--- config.mk ---
export PLATFORM = sky130hd
export DESIGN_NAME = dia_alarm_tracker
export DESIGN_NICKNAME = d
export VERILOG_FILES = /design/src/rtl/dia_pkg.sv /design/src/rtl/dia_run_counter.sv /design/src/rtl/dia_err_accum.sv /design/src/rtl/dia_alarm_tracker.sv
export SDC_FILE = /design/constraint.sdc
export NUM_CORES = 1
export LEC_CHECK = 0
export CAP_MARGIN = 20
export CORE_MARGIN = 2
export CORE_UTILIZATION = 54
export DETAILED_ROUTE_END_ITERATION = 12
export PLACE_DENSITY = 0.89
export SLEW_MARGIN = 20
export SYNTH_ARGS = -nofsm -noshare
export SYNTH_HDL_FRONTEND = slang
export SYNTH_SLANG_ARGS = --single-unit
--- constraint.sdc ---
create_clock -name clk_i -period 3.22 [get_ports clk_i]
set_input_delay 0.644 -clock clk_i [delete_from_list [all_inputs] [get_ports clk_i]]
set_output_delay 0.644 -clock clk_i [all_outputs]
set_load 0.02 [all_outputs]
--- src/rtl/dia_pkg.sv ---
package dia_pkg;
  // Threshold code k selects 2**k failed multiblocks.
  function automatic int unsigned thr_count(input int unsigned code);
    return 32'd1 << code;
  endfunction

  // Recovery code k selects 4**k clean multiblocks.
  function automatic int unsigned run_count(input int unsigned code);
    return 32'd1 << (2 * code);
  endfunction
endpackage

--- src/rtl/dia_run_counter.sv ---
module dia_run_counter #(
  parameter int unsigned RUN_W = 7
) (
  input  logic             clk_i,
  input  logic             rst_ni,
  input  logic             mb_end_i,
  input  logic             mb_err_i,
  input  logic [RUN_W-1:0] run_len_i,
  output logic             recover_o
);
  logic [RUN_W-1:0] run_q;
  logic [RUN_W-1:0] run_inc;

  always_comb begin
    run_inc   = run_q + 1'b1;
    recover_o = mb_end_i & ~mb_err_i & (run_inc >= run_len_i);
  end

  always_ff @(posedge clk_i or negedge rst_ni) begin
    if (!rst_ni) begin
      run_q <= '0;
    end else if (mb_end_i) begin
      if (mb_err_i || recover_o) run_q <= '0;
      else                       run_q <= run_inc;
    end
  end
endmodule

--- src/rtl/dia_err_accum.sv ---
module dia_err_accum #(
  parameter int unsigned ERR_W = 4
) (
  input  logic             clk_i,
  input  logic             rst_ni,
  input  logic             mb_end_i,
  input  logic             mb_err_i,
  input  logic             recover_i,
  input  logic [ERR_W-1:0] thr_i,
  output logic [ERR_W-1:0] err_cnt_o,
  output logic             alarm_o
);
  logic [ERR_W-1:0] cnt_q;
  logic [ERR_W-1:0] cnt_nxt;
  logic             alarm_q;

  // saturate at the active threshold
  always_comb begin
    if (cnt_q >= thr_i) cnt_nxt = thr_i;
    else                cnt_nxt = cnt_q + 1'b1;
  end

  always_ff @(posedge clk_i or negedge rst_ni) begin
    if (!rst_ni) begin
      cnt_q   <= '0;
      alarm_q <= 1'b0;
    end else if (mb_end_i) begin
      if (mb_err_i) begin
        cnt_q   <= cnt_nxt;
        alarm_q <= alarm_q | (cnt_nxt >= thr_i);
      end else if (recover_i) begin
        cnt_q   <= '0;
        alarm_q <= 1'b0;
      end
    end
  end

  assign err_cnt_o = cnt_q;
  assign alarm_o   = alarm_q;
endmodule

--- src/rtl/dia_alarm_tracker.sv ---
module dia_alarm_tracker #(
  parameter int unsigned CODE_W = 2
) (
  input  logic                 clk_i,
  input  logic                 rst_ni,
  input  logic                 mb_end_i,
  input  logic                 mb_err_i,
  input  logic [CODE_W-1:0]    thresh_sel_i,
  input  logic [CODE_W-1:0]    recov_sel_i,
  output logic                 alarm_o,
  output logic [3:0]           err_cnt_o
);
  localparam int unsigned NCODES  = 1 << CODE_W;
  localparam int unsigned MAX_THR = dia_pkg::thr_count(NCODES - 1);
  localparam int unsigned MAX_RUN = dia_pkg::run_count(NCODES - 1);
  localparam int unsigned ERR_W   = $clog2(MAX_THR + 1);
  localparam int unsigned RUN_W   = $clog2(MAX_RUN + 1);

  logic [ERR_W-1:0] thr_val;
  logic [RUN_W-1:0] run_len;
  logic             recover;
  logic [ERR_W-1:0] cnt;

  assign thr_val = ERR_W'(dia_pkg::thr_count(32'(thresh_sel_i)));
  assign run_len = RUN_W'(dia_pkg::run_count(32'(recov_sel_i)));

  dia_run_counter #(.RUN_W(RUN_W)) u_run (
    .clk_i     (clk_i),
    .rst_ni    (rst_ni),
    .mb_end_i  (mb_end_i),
    .mb_err_i  (mb_err_i),
    .run_len_i (run_len),
    .recover_o (recover)
  );

  dia_err_accum #(.ERR_W(ERR_W)) u_acc (
    .clk_i     (clk_i),
    .rst_ni    (rst_ni),
    .mb_end_i  (mb_end_i),
    .mb_err_i  (mb_err_i),
    .recover_i (recover),
    .thr_i     (thr_val),
    .err_cnt_o (cnt),
    .alarm_o   (alarm_o)
  );

  assign err_cnt_o = 4'(cnt);
endmodule

==> qor.log <==
[run_status] result of the run finished, final reports clean
[cts] # H-tree levels 1
[critical_path] arrival time of data at the critical path endpoint 3.24 ns
[route] total vias in the final route 946
[synth] top_reg_cell synth sky130_fd_sc_hd__dfrtp_1
[cts] Clock Path Buffers 2
[critical_path] CP Launch Point thresh_sel_i[1]
[route] drc violations 0
[floorplanning] effective utilization at floorplan 0.591
[grt] initial antenna violation count 0
[critical_path] FF-to-FF setup slack 0.35 ns
[sta] TNS Setup 0 ns
[finish] Total Nets Final 160
[power] total power 0.000898 W
[synth] number of synthesized register bits 12
[synth] number of enable-type register cells in the synthesized netlist 0
[cts] number of hold buffers added after CTS 0
[critical_path] end of the worst register-to-register path u_acc.err_cnt_o[1]
[route] Final Routed Wirelength 2.23 mm
[grt] wire length of the first global-routing pass 3.66 mm
[worst_hold_path] worst hold path stage count 2
[sta] number of setup violations in the final report 0
[worst_hold_path] Worst Hold Launch u_run.run_q[6]
[sta] Fin Hold WS 0.578 ns
[critical_path] worst r2r src u_run.run_q[0]
[synth] Synthesis Warnings 0
[sta] achievable clock frequency 0.325 GHz
[critical_path] r2r worst-path depth 10
[grt] pin count of the biggest net entering global routing 23
[cts] number of sinks handled by clock tree synthesis 12
[cts] clock tree from TritonCTS built
[cts] Clk Latency, worst-skew pair 0.29 ns
[finish] layout-stage area growth over the synthesis result 23.6%
[sta] worst relative slew slack 0.518
[power] Pwr Density 689 mW/mm^2
[placement] Detailed Place HPWL 1.80 mm
[sta] worst-margin pin slew 0.721 ns
[sta] final setup skew 0.00364 ns
[cts] CTS Root Cell sky130_fd_sc_hd__clkbuf_4
[cts] Inserted Clock Buffers 3
[placement] placed cell area 0.00125 sq mm
[critical_path] Worst Path Max Fanout 6
[power] Max rail drop VDD 0.555 mV
[floorplanning] total I/O pin count 13
[floorplanning] DIE WIDTH 48.2 microns
[sta] time the final worst path needs with I/O delays and setup 3.07 ns
[route] post-detailed-route count of antenna-violating nets 0
[synth] number of distinct standard cells referenced by the synthesized netlist 38
[route] post-DR vias/cell 5.84
[worst_hold_path] Endpoint, Worst Hold u_run.run_q[6]
[finish] Final Cell Area 0.00130 sq mm
[power] Static Leak 0.604 nW
[synth] synthesized area 0.00105 sq mm
[grt] leftover overflow at the end of global routing 0
[sta] final worst path period share 0.954
[critical_path] classification of the worst setup path in2reg
[flow_run] max-capacitance violation count 0
[floorplanning] die outline area 0.00232 sq mm
[synth] synthesized area per cell 9.08 sq um
[cts] Clk pin slew, worst setup/hold paths 0.07 ns
[route] detailed-routing iteration count for the pre-antenna-repair pass 4
[finish] number of inserted diodes 0
[cts] post-CTS setup buffers 0
[grt] All-Layer GR Usage 0.232
[synth] proportion of synthesized chip area in sequential cells 0.285
[sta] total count of hold-check failures in the final report 0
[synth] Post-Synthesis Net Count 138
[floorplanning] Die Y 48.2 microns
[critical_path] sort of element at the start of the critical path primary input
[route] routed len/inst 13.8 microns
[critical_path] category of the worst setup path capture point flip-flop
[route] violation count after the first detailed-routing iteration 11
[placement] input/output buffers 12
[finish] fraction of layout cells with a size suffix above 1 0.175
[synth] number of instances in the synthesized netlist 116
[critical_path] required time reported for the critical path endpoint 3.39 ns
[floorplanning] core region area 0.00178 sq mm
[synth] share of synthesized registers carrying an async set or reset 1.00
[placement] GP Congestion 0.837
[floorplanning] count of standard-cell rows 15
[sta] number of max-slew violations in the final report 0
[worst_hold_path] Hold/Removal Path Class reg2reg
[grt] vias in the first global route 873
flip-flops by register name (all words and copies together) (netlist names):
name / flops
u_acc.alarm_o: 1
u_acc.err_cnt_o: 4
u_run.run_q: 7
critical path, stage by stage:
cell and delay (ns):
sky130_fd_sc_hd__clkdlybuf4s50_1 0.54, sky130_fd_sc_hd__nor2_2 0.07, sky130_fd_sc_hd__ha_1 0.29, sky130_fd_sc_hd__nand2b_1 0.11, sky130_fd_sc_hd__a21oi_1 0.07, sky130_fd_sc_hd__o21ai_2 0.25
sky130_fd_sc_hd__mux2i_1 0.33, sky130_fd_sc_hd__ha_1 0.28, sky130_fd_sc_hd__a21o_1 0.16, sky130_fd_sc_hd__a21o_1 0.18, sky130_fd_sc_hd__a211oi_2 0.21, sky130_fd_sc_hd__o31ai_1 0.10
per-stage QoR:
step	utilization	worst slack (ns)	std cells
after floorplan	-	0.346	116
final	0.731	0.147	162
after global placement	0.702	-0.111	158
after global routing	0.731	-0.0154	162
after detailed placement	0.702	-0.258	158
after CTS	0.723	0.0389	162
per-layer routing:
metal,global-route usage,part of all wire,up-vias
li1,-,-,474
met1,0.290,0.46,449
met2,0.366,0.48,18
met3,0.0926,0.047,5
met4,0.0757,0.012,0
met5,0,0,-
layout make-up:
type | instances | area (sq um)
Multi-Input combinational cell | 94 | 726
Fill cell | 125 | 480
Sequential cell | 12 | 300
Tap cell | 25 | 31.3
Inverter | 7 | 26.3
Clock buffer | 4 | 36.3
Timing Repair Buffer | 20 | 183
logic make-up (layout without fill, tap and decap cells):
logic type,count (synthesis),count (layout),synth area share
compound gates,32,32,0.239
xor+xnor,5,5,0.0416
fa+ha+maj,14,14,0.166
buf+inv,10,31,0.0368
flops,12,12,0.285
mux,2,2,0.0190
simple gates,41,41,0.213
report_power, final:
part	leakage, nW	switching (W)	total, W	internal, W
logic	0.426	0.000260	0.000538	0.000278
clock network	0.0210	0.0000538	0.000123	0.0000690
registers	0.157	0.0000515	0.000237	0.000185
total	0.604	0.000366	0.000898	0.000532
Yosys cell counts (5+ instances only):
cell type | instances | share of area
sky130_fd_sc_hd__a21oi_1 | 5 | 0.024
sky130_fd_sc_hd__nand2b_1 | 7 | 0.042
sky130_fd_sc_hd__ha_1 | 14 | 0.17
sky130_fd_sc_hd__nand2_1 | 8 | 0.029
sky130_fd_sc_hd__dfrtp_1 | 12 | 0.29
sky130_fd_sc_hd__nor2_1 | 9 | 0.032
sky130_fd_sc_hd__inv_1 | 7 | 0.025
sky130_fd_sc_hd__o21ai_0 | 5 | 0.024
placed cells by master (no fill, tap or decap), types with 3 or more instances in the layout:
cell,count
sky130_fd_sc_hd__nor2_1,8
sky130_fd_sc_hd__nand2b_1,7
sky130_fd_sc_hd__xor2_1,3
sky130_fd_sc_hd__dfrtp_1,12
sky130_fd_sc_hd__a21oi_1,5
sky130_fd_sc_hd__a21o_1,3
sky130_fd_sc_hd__a32o_1,3
sky130_fd_sc_hd__o21ai_0,5
sky130_fd_sc_hd__ha_1,14
sky130_fd_sc_hd__clkbuf_4,3
sky130_fd_sc_hd__inv_1,7
sky130_fd_sc_hd__a31oi_1,3
sky130_fd_sc_hd__nand2_1,8
sky130_fd_sc_hd__buf_4,8
sky130_fd_sc_hd__nand3_1,3
sky130_fd_sc_hd__nor3_1,3
sky130_fd_sc_hd__clkdlybuf4s50_1,11
worst max path at each step:
stage,endpoint,slack (ns)
5_1_grt,u_acc.alarm_o,-0.02
4_1_cts,u_acc.alarm_o,0.04
6_report,u_acc.alarm_o,0.15
2_1_floorplan,u_acc.alarm_o,0.35
3_5_place_dp,u_acc.alarm_o,-0.26
3_3_place_gp,u_acc.alarm_o,-0.11
repair_timing:
action                     4_1_cts  5_1_grt
hold endpoints to repair         0        0
setup endpoints to repair        0        1
resized for setup                0        4
No activity file was read; power rests on OpenSTA's default activity.
